**src/rtl/bytebus_pkg.sv**
```systemverilog
// Shared constants and address helpers for the byte-lane register window.
// Assumes registers occupy the odd byte of consecutive 16-bit words.
package bytebus_pkg;
    // Control-space bit indices
    localparam int unsigned CTL_EN_IDX  = 0;
    localparam int unsigned CTL_RST_IDX = 1;
    localparam int unsigned NUM_CTL     = 2;

    // Odd byte address of word slot k above the window base
    function automatic logic [15:0] slot_addr(input logic [15:0] base, input int unsigned k);
        return base + 16'(2 * k + 1);
    endfunction
endpackage

```
**src/rtl/bytebus_sync.sv**
```systemverilog
// Multi-stage synchronizer for asynchronous bus inputs.
// Assumes the sampled group settles together; skew is absorbed by the
// stability check downstream.
module bytebus_sync #(
    parameter int unsigned W      = 8,
    parameter int unsigned STAGES = 2,
    parameter logic [W-1:0] RST_VAL = '0
) (
    input  logic         clk,
    input  logic         rst_n,
    input  logic [W-1:0] d,
    output logic [W-1:0] q
);
    logic [W-1:0] stg [STAGES];

    // Shift the input through the synchronizer chain
    always_ff @(posedge clk) begin
        if (!rst_n) begin
            for (int i = 0; i < int'(STAGES); i++) stg[i] <= RST_VAL;
        end else begin
            stg[0] <= d;
            for (int i = 1; i < int'(STAGES); i++) stg[i] <= stg[i-1];
        end
    end

    assign q = stg[STAGES-1];
endmodule

```
**src/rtl/bytebus_ctl.sv**
```systemverilog
// Bit-addressed control space: bit n lives at CTL_BASE + 2n.
// Assumes control writes are already synchronous to clk.
module bytebus_ctl
    import bytebus_pkg::*;
#(
    parameter int unsigned  ADDR_W   = 16,
    parameter logic [15:0]  CTL_BASE = 16'h1000
) (
    input  logic              clk,
    input  logic              rst_n,
    input  logic [ADDR_W-1:0] ctl_addr,
    input  logic              ctl_bit,
    input  logic              ctl_wr,
    output logic              card_en,
    output logic              comp_rst
);
    logic [NUM_CTL-1:0] bits_q;

    for (genvar n = 0; n < NUM_CTL; n++) begin : g_bit
        localparam logic [ADDR_W-1:0] BIT_ADDR = ADDR_W'(CTL_BASE + 16'(2 * n));
        // Capture the addressed bit on a control write strobe
        always_ff @(posedge clk) begin
            if (!rst_n)                               bits_q[n] <= 1'b0;
            else if (ctl_wr && ctl_addr == BIT_ADDR)  bits_q[n] <= ctl_bit;
        end
    end

    assign card_en  = bits_q[CTL_EN_IDX];
    assign comp_rst = bits_q[CTL_RST_IDX];
endmodule

```
**src/rtl/bytebus_wr.sv**
```systemverilog
// Host write path: detects byte phases inside long strobes by watching the
// synchronized address, commits each phase at most once, odd slots only.
// Assumes address, strobes and data share the same synchronizer latency.
module bytebus_wr
    import bytebus_pkg::*;
#(
    parameter int unsigned ADDR_W   = 16,
    parameter int unsigned DATA_W   = 8,
    parameter int unsigned NUM_RD   = 2,
    parameter int unsigned NUM_WR   = 2,
    parameter logic [15:0] WIN_BASE = 16'h5FF8
) (
    input  logic                     clk,
    input  logic                     rst_n,
    input  logic [ADDR_W-1:0]        s_addr,
    input  logic                     s_mem_n,
    input  logic                     s_we_n,
    input  logic [DATA_W-1:0]        s_data,
    input  logic                     card_en,
    output logic [NUM_WR-1:0]        commit,
    output logic [NUM_WR*DATA_W-1:0] wr_bytes
);
    logic [ADDR_W-1:0] addr_q;
    logic              done_q;
    logic              wr_act, addr_stable;
    logic [NUM_WR-1:0] hit;

    assign wr_act      = !s_mem_n && !s_we_n && card_en;
    assign addr_stable = (s_addr == addr_q);

    // Delay the synchronized address one cycle for the stability check
    always_ff @(posedge clk) begin
        if (!rst_n) addr_q <= '0;
        else        addr_q <= s_addr;
    end

    // Mark the current byte phase as committed; clear on any address change
    always_ff @(posedge clk) begin
        if (!rst_n)                      done_q <= 1'b0;
        else if (!wr_act || !addr_stable) done_q <= 1'b0;
        else if (|commit)                done_q <= 1'b1;
    end

    for (genvar i = 0; i < NUM_WR; i++) begin : g_lane
        localparam logic [ADDR_W-1:0] LANE_ADDR = ADDR_W'(slot_addr(WIN_BASE, NUM_RD + i));
        assign hit[i]    = (s_addr == LANE_ADDR);
        assign commit[i] = wr_act && addr_stable && !done_q && hit[i];

        // Load the lane register on its commit
        always_ff @(posedge clk) begin
            if (!rst_n)         wr_bytes[i*DATA_W +: DATA_W] <= '0;
            else if (commit[i]) wr_bytes[i*DATA_W +: DATA_W] <= s_data;
        end
    end
endmodule

```
**src/rtl/bytebus_rd.sv**
```systemverilog
// Host read path: registered output enable and byte mux for the read slots.
// Assumes companion bytes are stable over a host read.
module bytebus_rd
    import bytebus_pkg::*;
#(
    parameter int unsigned ADDR_W   = 16,
    parameter int unsigned DATA_W   = 8,
    parameter int unsigned NUM_RD   = 2,
    parameter logic [15:0] WIN_BASE = 16'h5FF8
) (
    input  logic                     clk,
    input  logic                     rst_n,
    input  logic [ADDR_W-1:0]        s_addr,
    input  logic                     s_mem_n,
    input  logic                     s_we_n,
    input  logic                     card_en,
    input  logic [NUM_RD*DATA_W-1:0] rd_bytes,
    output logic [DATA_W-1:0]        dout,
    output logic                     oe
);
    logic [NUM_RD-1:0] hit;
    logic [DATA_W-1:0] sel;

    for (genvar i = 0; i < NUM_RD; i++) begin : g_slot
        localparam logic [ADDR_W-1:0] SLOT_ADDR = ADDR_W'(slot_addr(WIN_BASE, i));
        assign hit[i] = (s_addr == SLOT_ADDR);
    end

    // Select the byte of the matching read slot
    always_comb begin
        sel = '0;
        for (int i = 0; i < int'(NUM_RD); i++)
            if (hit[i]) sel = rd_bytes[i*DATA_W +: DATA_W];
    end

    // Register enable and data toward the host
    always_ff @(posedge clk) begin
        if (!rst_n) begin
            oe   <= 1'b0;
            dout <= '0;
        end else begin
            oe   <= !s_mem_n && s_we_n && card_en && (|hit);
            dout <= sel;
        end
    end
endmodule

```
**src/rtl/bytebus_regif.sv**
```systemverilog
// Top of the byte-lane host register window: synchronizes the host bus,
// runs the read and write paths and the bit-addressed control space.
// Assumes one clk much faster than the host byte phases.
module bytebus_regif
    import bytebus_pkg::*;
#(
    parameter int unsigned ADDR_W      = 16,
    parameter int unsigned DATA_W      = 8,
    parameter int unsigned NUM_RD      = 2,
    parameter int unsigned NUM_WR      = 2,
    parameter int unsigned SYNC_STAGES = 2,
    parameter logic [15:0] WIN_BASE    = 16'h5FF8,
    parameter logic [15:0] CTL_BASE    = 16'h1000
) (
    input  logic                     clk,
    input  logic                     rst_n,
    input  logic [ADDR_W-1:0]        bus_addr,
    input  logic                     bus_mem_n,
    input  logic                     bus_we_n,
    input  logic [DATA_W-1:0]        bus_data_in,
    output logic [DATA_W-1:0]        bus_data_out,
    output logic                     bus_data_oe,
    input  logic [ADDR_W-1:0]        ctl_addr,
    input  logic                     ctl_bit,
    input  logic                     ctl_wr,
    input  logic [NUM_RD*DATA_W-1:0] comp_rd_bytes,
    output logic [NUM_WR*DATA_W-1:0] host_wr_bytes,
    output logic                     companion_rst
);
    localparam int unsigned SW = ADDR_W + DATA_W + 2;

    logic [ADDR_W-1:0] s_addr;
    logic [DATA_W-1:0] s_data;
    logic              s_mem_n, s_we_n;
    logic              card_en;
    logic [NUM_WR-1:0] commit;

    bytebus_sync #(
        .W(SW), .STAGES(SYNC_STAGES), .RST_VAL({{(ADDR_W+DATA_W){1'b0}}, 2'b11})
    ) sync_i (
        .clk(clk), .rst_n(rst_n),
        .d({bus_addr, bus_data_in, bus_mem_n, bus_we_n}),
        .q({s_addr, s_data, s_mem_n, s_we_n})
    );

    bytebus_ctl #(.ADDR_W(ADDR_W), .CTL_BASE(CTL_BASE)) ctl_i (
        .clk(clk), .rst_n(rst_n),
        .ctl_addr(ctl_addr), .ctl_bit(ctl_bit), .ctl_wr(ctl_wr),
        .card_en(card_en), .comp_rst(companion_rst)
    );

    bytebus_wr #(
        .ADDR_W(ADDR_W), .DATA_W(DATA_W), .NUM_RD(NUM_RD), .NUM_WR(NUM_WR), .WIN_BASE(WIN_BASE)
    ) wr_i (
        .clk(clk), .rst_n(rst_n),
        .s_addr(s_addr), .s_mem_n(s_mem_n), .s_we_n(s_we_n), .s_data(s_data),
        .card_en(card_en), .commit(commit), .wr_bytes(host_wr_bytes)
    );

    bytebus_rd #(
        .ADDR_W(ADDR_W), .DATA_W(DATA_W), .NUM_RD(NUM_RD), .WIN_BASE(WIN_BASE)
    ) rd_i (
        .clk(clk), .rst_n(rst_n),
        .s_addr(s_addr), .s_mem_n(s_mem_n), .s_we_n(s_we_n),
        .card_en(card_en), .rd_bytes(comp_rd_bytes),
        .dout(bus_data_out), .oe(bus_data_oe)
    );
endmodule

```
**config.mk**
```make
export PLATFORM = sky130hd
export DESIGN_NAME = bytebus_regif
export DESIGN_NICKNAME = d
export VERILOG_FILES = /design/src/rtl/bytebus_pkg.sv /design/src/rtl/bytebus_sync.sv /design/src/rtl/bytebus_ctl.sv /design/src/rtl/bytebus_wr.sv /design/src/rtl/bytebus_rd.sv /design/src/rtl/bytebus_regif.sv
export SDC_FILE = /design/constraint.sdc
export NUM_CORES = 1
export LEC_CHECK = 0
export CAP_MARGIN = 20
export CORE_ASPECT_RATIO = 0.7
export CORE_UTILIZATION = 29
export DETAILED_ROUTE_END_ITERATION = 16
export SYNTH_ARGS = -nofsm -noshare
export SYNTH_HDL_FRONTEND = slang
export SYNTH_SLANG_ARGS = --single-unit
```
**constraint.sdc**
```tcl
create_clock -name clk -period 1.6 [get_ports clk]
set_input_delay 0.32 -clock clk [delete_from_list [all_inputs] [get_ports clk]]
set_output_delay 0.32 -clock clk [all_outputs]
set_load 0.01 [all_outputs]
```
==> results of run 1 <==
==> metal layers <==
| metal | GRT usage | up-vias |
|---|---|---|
| li1 | - | 1103 |
| met1 | 0.148 | 894 |
| met2 | 0.160 | 78 |
| met3 | 0.0532 | 9 |
| met4 | 0.0427 | 0 |
| met5 | 0 | - |
==> synth_stat cells (2+ instances only) <==
cell                        n  area (um2)
sky130_fd_sc_hd__nor3_1     3        15.0
sky130_fd_sc_hd__nor4_1     5        31.3
sky130_fd_sc_hd__mux2i_1   26         260
sky130_fd_sc_hd__nand3b_1   2        15.0
sky130_fd_sc_hd__nor2b_1    2        12.5
sky130_fd_sc_hd__nand2_1   26        97.6
sky130_fd_sc_hd__clkbuf_1  10        37.5
sky130_fd_sc_hd__dfxtp_1   96        1920
sky130_fd_sc_hd__xor2_1    13         114
sky130_fd_sc_hd__nor4b_1    2        17.5
sky130_fd_sc_hd__and4_1     2        17.5
sky130_fd_sc_hd__nand4_1    3        18.8
sky130_fd_sc_hd__inv_1      2        7.51
sky130_fd_sc_hd__buf_2      2        10.0
sky130_fd_sc_hd__and2_1    64         400
sky130_fd_sc_hd__xnor2_1    3        26.3
sky130_fd_sc_hd__nand2b_1   6        37.5
sky130_fd_sc_hd__nor2_1     9        33.8
==> timing repair <==
| action | CTS | global route |
|---|---|---|
| endpoints found under the setup margin | 16 | 29 |
| pin swaps | 12 | 2 |
| buffers inserted | 1 | 1 |
| gates resized for setup | 7 | 12 |
==> through the flow <==
| stage | worst slack, ps | util | instances | hold slack, ps | cell area, um2 |
|---|---|---|---|---|---|
| 2_1_floorplan | -46.5 | - | 282 | 386 | 3140 |
| 3_3_place_gp | -213 | 0.407 | 502 | 391 | 4230 |
| 3_5_place_dp | -261 | 0.407 | 502 | 395 | 4230 |
| 4_1_cts | -269 | 0.440 | 518 | 371 | 4570 |
| 5_1_grt | -361 | 0.444 | 518 | 378 | 4620 |
| 6_report | -280 | 0.444 | 518 | 384 | 4620 |
==> worst max-delay path, cell delays in order, from the launching register on <==
cell,delay (ps)
sky130_fd_sc_hd__dfxtp_2,350
sky130_fd_sc_hd__nand4_1,160
sky130_fd_sc_hd__nor4_4,350
sky130_fd_sc_hd__and4_4,270
sky130_fd_sc_hd__or3b_1,360
sky130_fd_sc_hd__buf_6,160
sky130_fd_sc_hd__mux2i_1,110
==> layout make-up <==
class	instances	area, um2	share of cell area
sequential	96	1930	0.418
multi-input combinational	171	1200	0.259
timing repair buffer	101	1010	0.218
clock buffer	10	239	0.0518
tap	132	165	0.0358
clock inverter	6	72.6	0.0157
inverter	2	7.51	0.00163
==> how the worst max path moves through the flow <==
stage / end / cells past startpoint
after floorplan: wr_i.wr_bytes[10] / 6
after global placement: wr_i.wr_bytes[13] / 7
after detailed placement: wr_i.wr_bytes[8] / 6
after CTS: wr_i.wr_bytes[12] / 6
after global routing: wr_i.wr_bytes[2] / 7
final: wr_i.wr_bytes[13] / 6
==> state kept, by name (all words and copies together), names as in the netlist <==
name and count:
ctl_i.comp_rst 1, wr_i.wr_bytes 16, rd_i.dout 8, rd_i.oe 1, sync_i.stg 52, wr_i.addr_q 16, wr_i.done_q 1, ctl_i.card_en 1
==> kinds of logic after synthesis <==
| group | count (synthesis) | share of synthesized area |
|---|---|---|
| xor gates and xnor gates | 16 | 0.0448 |
| DFF | 96 | 0.615 |
| and+or+nand+nor | 129 | 0.238 |
| muxes | 26 | 0.0833 |
| buffers and inverters | 15 | 0.0188 |
==> power groups by stage <==
stage          clock [uW]  combinational, uW  sequential [uW]
2_1_floorplan           0                114             2540
3_3_place_gp            0                302             2540
3_5_place_dp            0                304             2550
4_1_cts              2240                303             2490
5_1_grt              2350                332             2500
6_report             2180                303             2490
==> flow_summary.rst, run 1 <==
.. list-table::
   :header-rows: 1

   * - Metric
     - Value
   * - Net Switching
     - approximately 1000 uW
   * - CTS Root Cell
     - sky130_fd_sc_hd__clkbuf_16
   * - Post-synthesis sequential element count
     - between 90 and 100
   * - DR WL met3
     - around 440 um
   * - Cells on worst reg2reg path
     - 6
   * - Initial antenna violation count
     - 0
   * - Share of flip-flops with an asynchronous set or reset after synthesis
     - 0
   * - Share of cells above drive strength 1
     - 0.114
   * - Post-synth net total
     - ~340
   * - Switching fraction of total power
     - 0.207
   * - Global-route usage over all layers
     - 0.113
   * - Antenna fix cells
     - 0
   * - Hold Fails Final Rpt
     - 0
   * - Total of endpoints with negative setup slack in the final report
     - 16
   * - Violated checks
     - negative setup slack
   * - DIE HEIGHT
     - slightly below 90 um
   * - Max transition margin
     - 0.826
   * - Worst hold stages
     - 3
   * - Critical path launch point type
     - register
   * - Result of the run
     - finished, violations left
   * - Total congestion overflow
     - 0
   * - Post-DR wirelength/cell
     - ~12 um
   * - Longest Clk Path Bufs
     - 2
   * - First-pass GRT wire length
     - roughly 9.4 mm
   * - Die width
     - ~130 um
   * - Clock latency reported for the late side of the worst-skew pair
     - 340 ps
   * - Vias in the first global route
     - 1980
   * - Largest fanout on the critical path
     - 8
   * - Critical Path AT
     - roughly 2100 ps
   * - Worst Skew
     - 8.69 ps
   * - Max Freq
     - 532 MHz
   * - Post-CTS clock slew at the launch and capture registers of the worst setup and hold paths
     - about 70 ps
   * - Number of max-slew violations in the final report
     - 0
   * - Pin count of the biggest net entering global routing
     - 63
   * - Hold bufs inserted after CTS
     - 0
   * - Number of port buffers
     - just under 90
   * - Share of total power in the clock network
     - 0.438
   * - Starting Density
     - 0.301
   * - Average instance area after synthesis
     - around 11 um2
   * - Reg2Reg Setup Slack
     - -280 ps
   * - Number of remaining DRC errors
     - 0
   * - RSZ-0062 raised after global routing
     - true
   * - Count of clock tree sinks
     - 96
   * - Die Area
     - 0.0112 mm2
   * - Most used flip-flop cell after synthesis
     - sky130_fd_sc_hd__dfxtp_1
   * - Accumulated negative setup slack
     - -3610 ps
   * - # rows
     - 31
   * - Area growth from synthesis to final layout
     - 47.7%
   * - Placer Congestion
     - 0.733
   * - Count of boundary I/O pins
     - just under 90
   * - Detailed Place HPWL
     - between 4 and 5 mm
   * - Critical hold path startpoint
     - rst_n
   * - Leakage power
     - 0.00193 uW
   * - Yosys warning count
     - 0
   * - Drt initial violations
     - 67
   * - Startpoint of the lowest-slack register-to-register path
     - sync_i.stg[0][42]
   * - Detail Route met2 WL
     - between 2 and 2.5 mm
   * - Final worst-path setup slack
     - -280 ps
   * - Met1 WL
     - around 3.2 mm
   * - Capturing element type of the critical path
     - register
   * - Power Total
     - slightly below 5000 uW
   * - Number of flops mapped to enable cells by yosys
     - 0
   * - Most common cell after layout, fill and taps aside
     - sky130_fd_sc_hd__dfxtp_1
   * - Via-to-Cell Ratio
     - 4.02
   * - Max IR drop VDD
     - between 0.4 and 0.5 mV
   * - Net count of the finished layout
     - about 440
   * - Filler Cell Count
     - around 970
   * - Internal cell power
     - roughly 4000 uW
   * - Number of standard cells after synthesis
     - approximately 280
   * - Portion of the post-synthesis area used by sequential elements
     - 0.615
   * - Number of max-cap violations
     - 0
   * - Min-delay worst type
     - in2reg
   * - Combinational share of power
     - 0.061
   * - Highest Signal Layer
     - met4
   * - Area of the placeable core
     - around 0.010 mm2
   * - Worst setup path startpoint
     - sync_i.stg[0][42]
   * - Part of the cycle the worst path needs
     - 1.17
   * - Final critical delay including setup and external delays
     - 1880 ps
   * - Distinct cell type count of the synthesized netlist
     - 24
   * - Inserted Clock Buffers
     - 9
   * - Number of levels in the clock H-tree
     - 3
   * - Portion of total power attributed to sequential cells
     - 0.501
   * - CP Data Required Time
     - 1830 ps
   * - Most used cells in the layout excluding fill and tap cells
     - sky130_fd_sc_hd__dfxtp_1, sky130_fd_sc_hd__clkdlybuf4s50_1, sky130_fd_sc_hd__and2_1, sky130_fd_sc_hd__nand2_1, sky130_fd_sc_hd__mux2i_1
   * - Netlist area before placement
     - roughly 0.0031 mm2
   * - Reg2reg end
     - wr_i.wr_bytes[13]
   * - Sink of the worst hold path
     - wr_i.done_q
   * - Power density over the cells
     - around 1100 mW/mm2
   * - Post-route antenna net violation count
     - 0
   * - Class of the most critical setup path
     - reg2reg
   * - Clock tree from TritonCTS
     - built
   * - Slew of the pin with the lowest slew margin
     - about 250 ps
   * - Drt pass-1 iters
     - 4
   * - Via count
     - about 2100
   * - DRT Wirelength
     - approximately 6.1 mm
No activity file was read; power rests on OpenSTA's default activity.
==> run 2: changes to the inputs <==
--- a/config.mk
+++ b/config.mk
@@ -9,6 +9,7 @@
 export CORE_ASPECT_RATIO = 0.7
 export CORE_UTILIZATION = 29
 export DETAILED_ROUTE_END_ITERATION = 16
+export GPL_ROUTABILITY_DRIVEN = 0
 export SYNTH_ARGS = -nofsm -noshare
 export SYNTH_HDL_FRONTEND = slang
 export SYNTH_SLANG_ARGS = --single-unit
==> results of run 2 <==
The final DEF is identical to that of run 1; final timing and power are the same.
==> run 3: changes to the inputs <==
--- a/config.mk
+++ b/config.mk
@@ -5,7 +5,7 @@
 export SDC_FILE = /design/constraint.sdc
 export NUM_CORES = 1
 export LEC_CHECK = 0
-export CAP_MARGIN = 20
+export CAP_MARGIN = 30
 export CORE_ASPECT_RATIO = 0.7
 export CORE_UTILIZATION = 29
 export DETAILED_ROUTE_END_ITERATION = 16
==> results of run 3 <==
The final DEF is identical to that of run 1; final timing and power are the same.
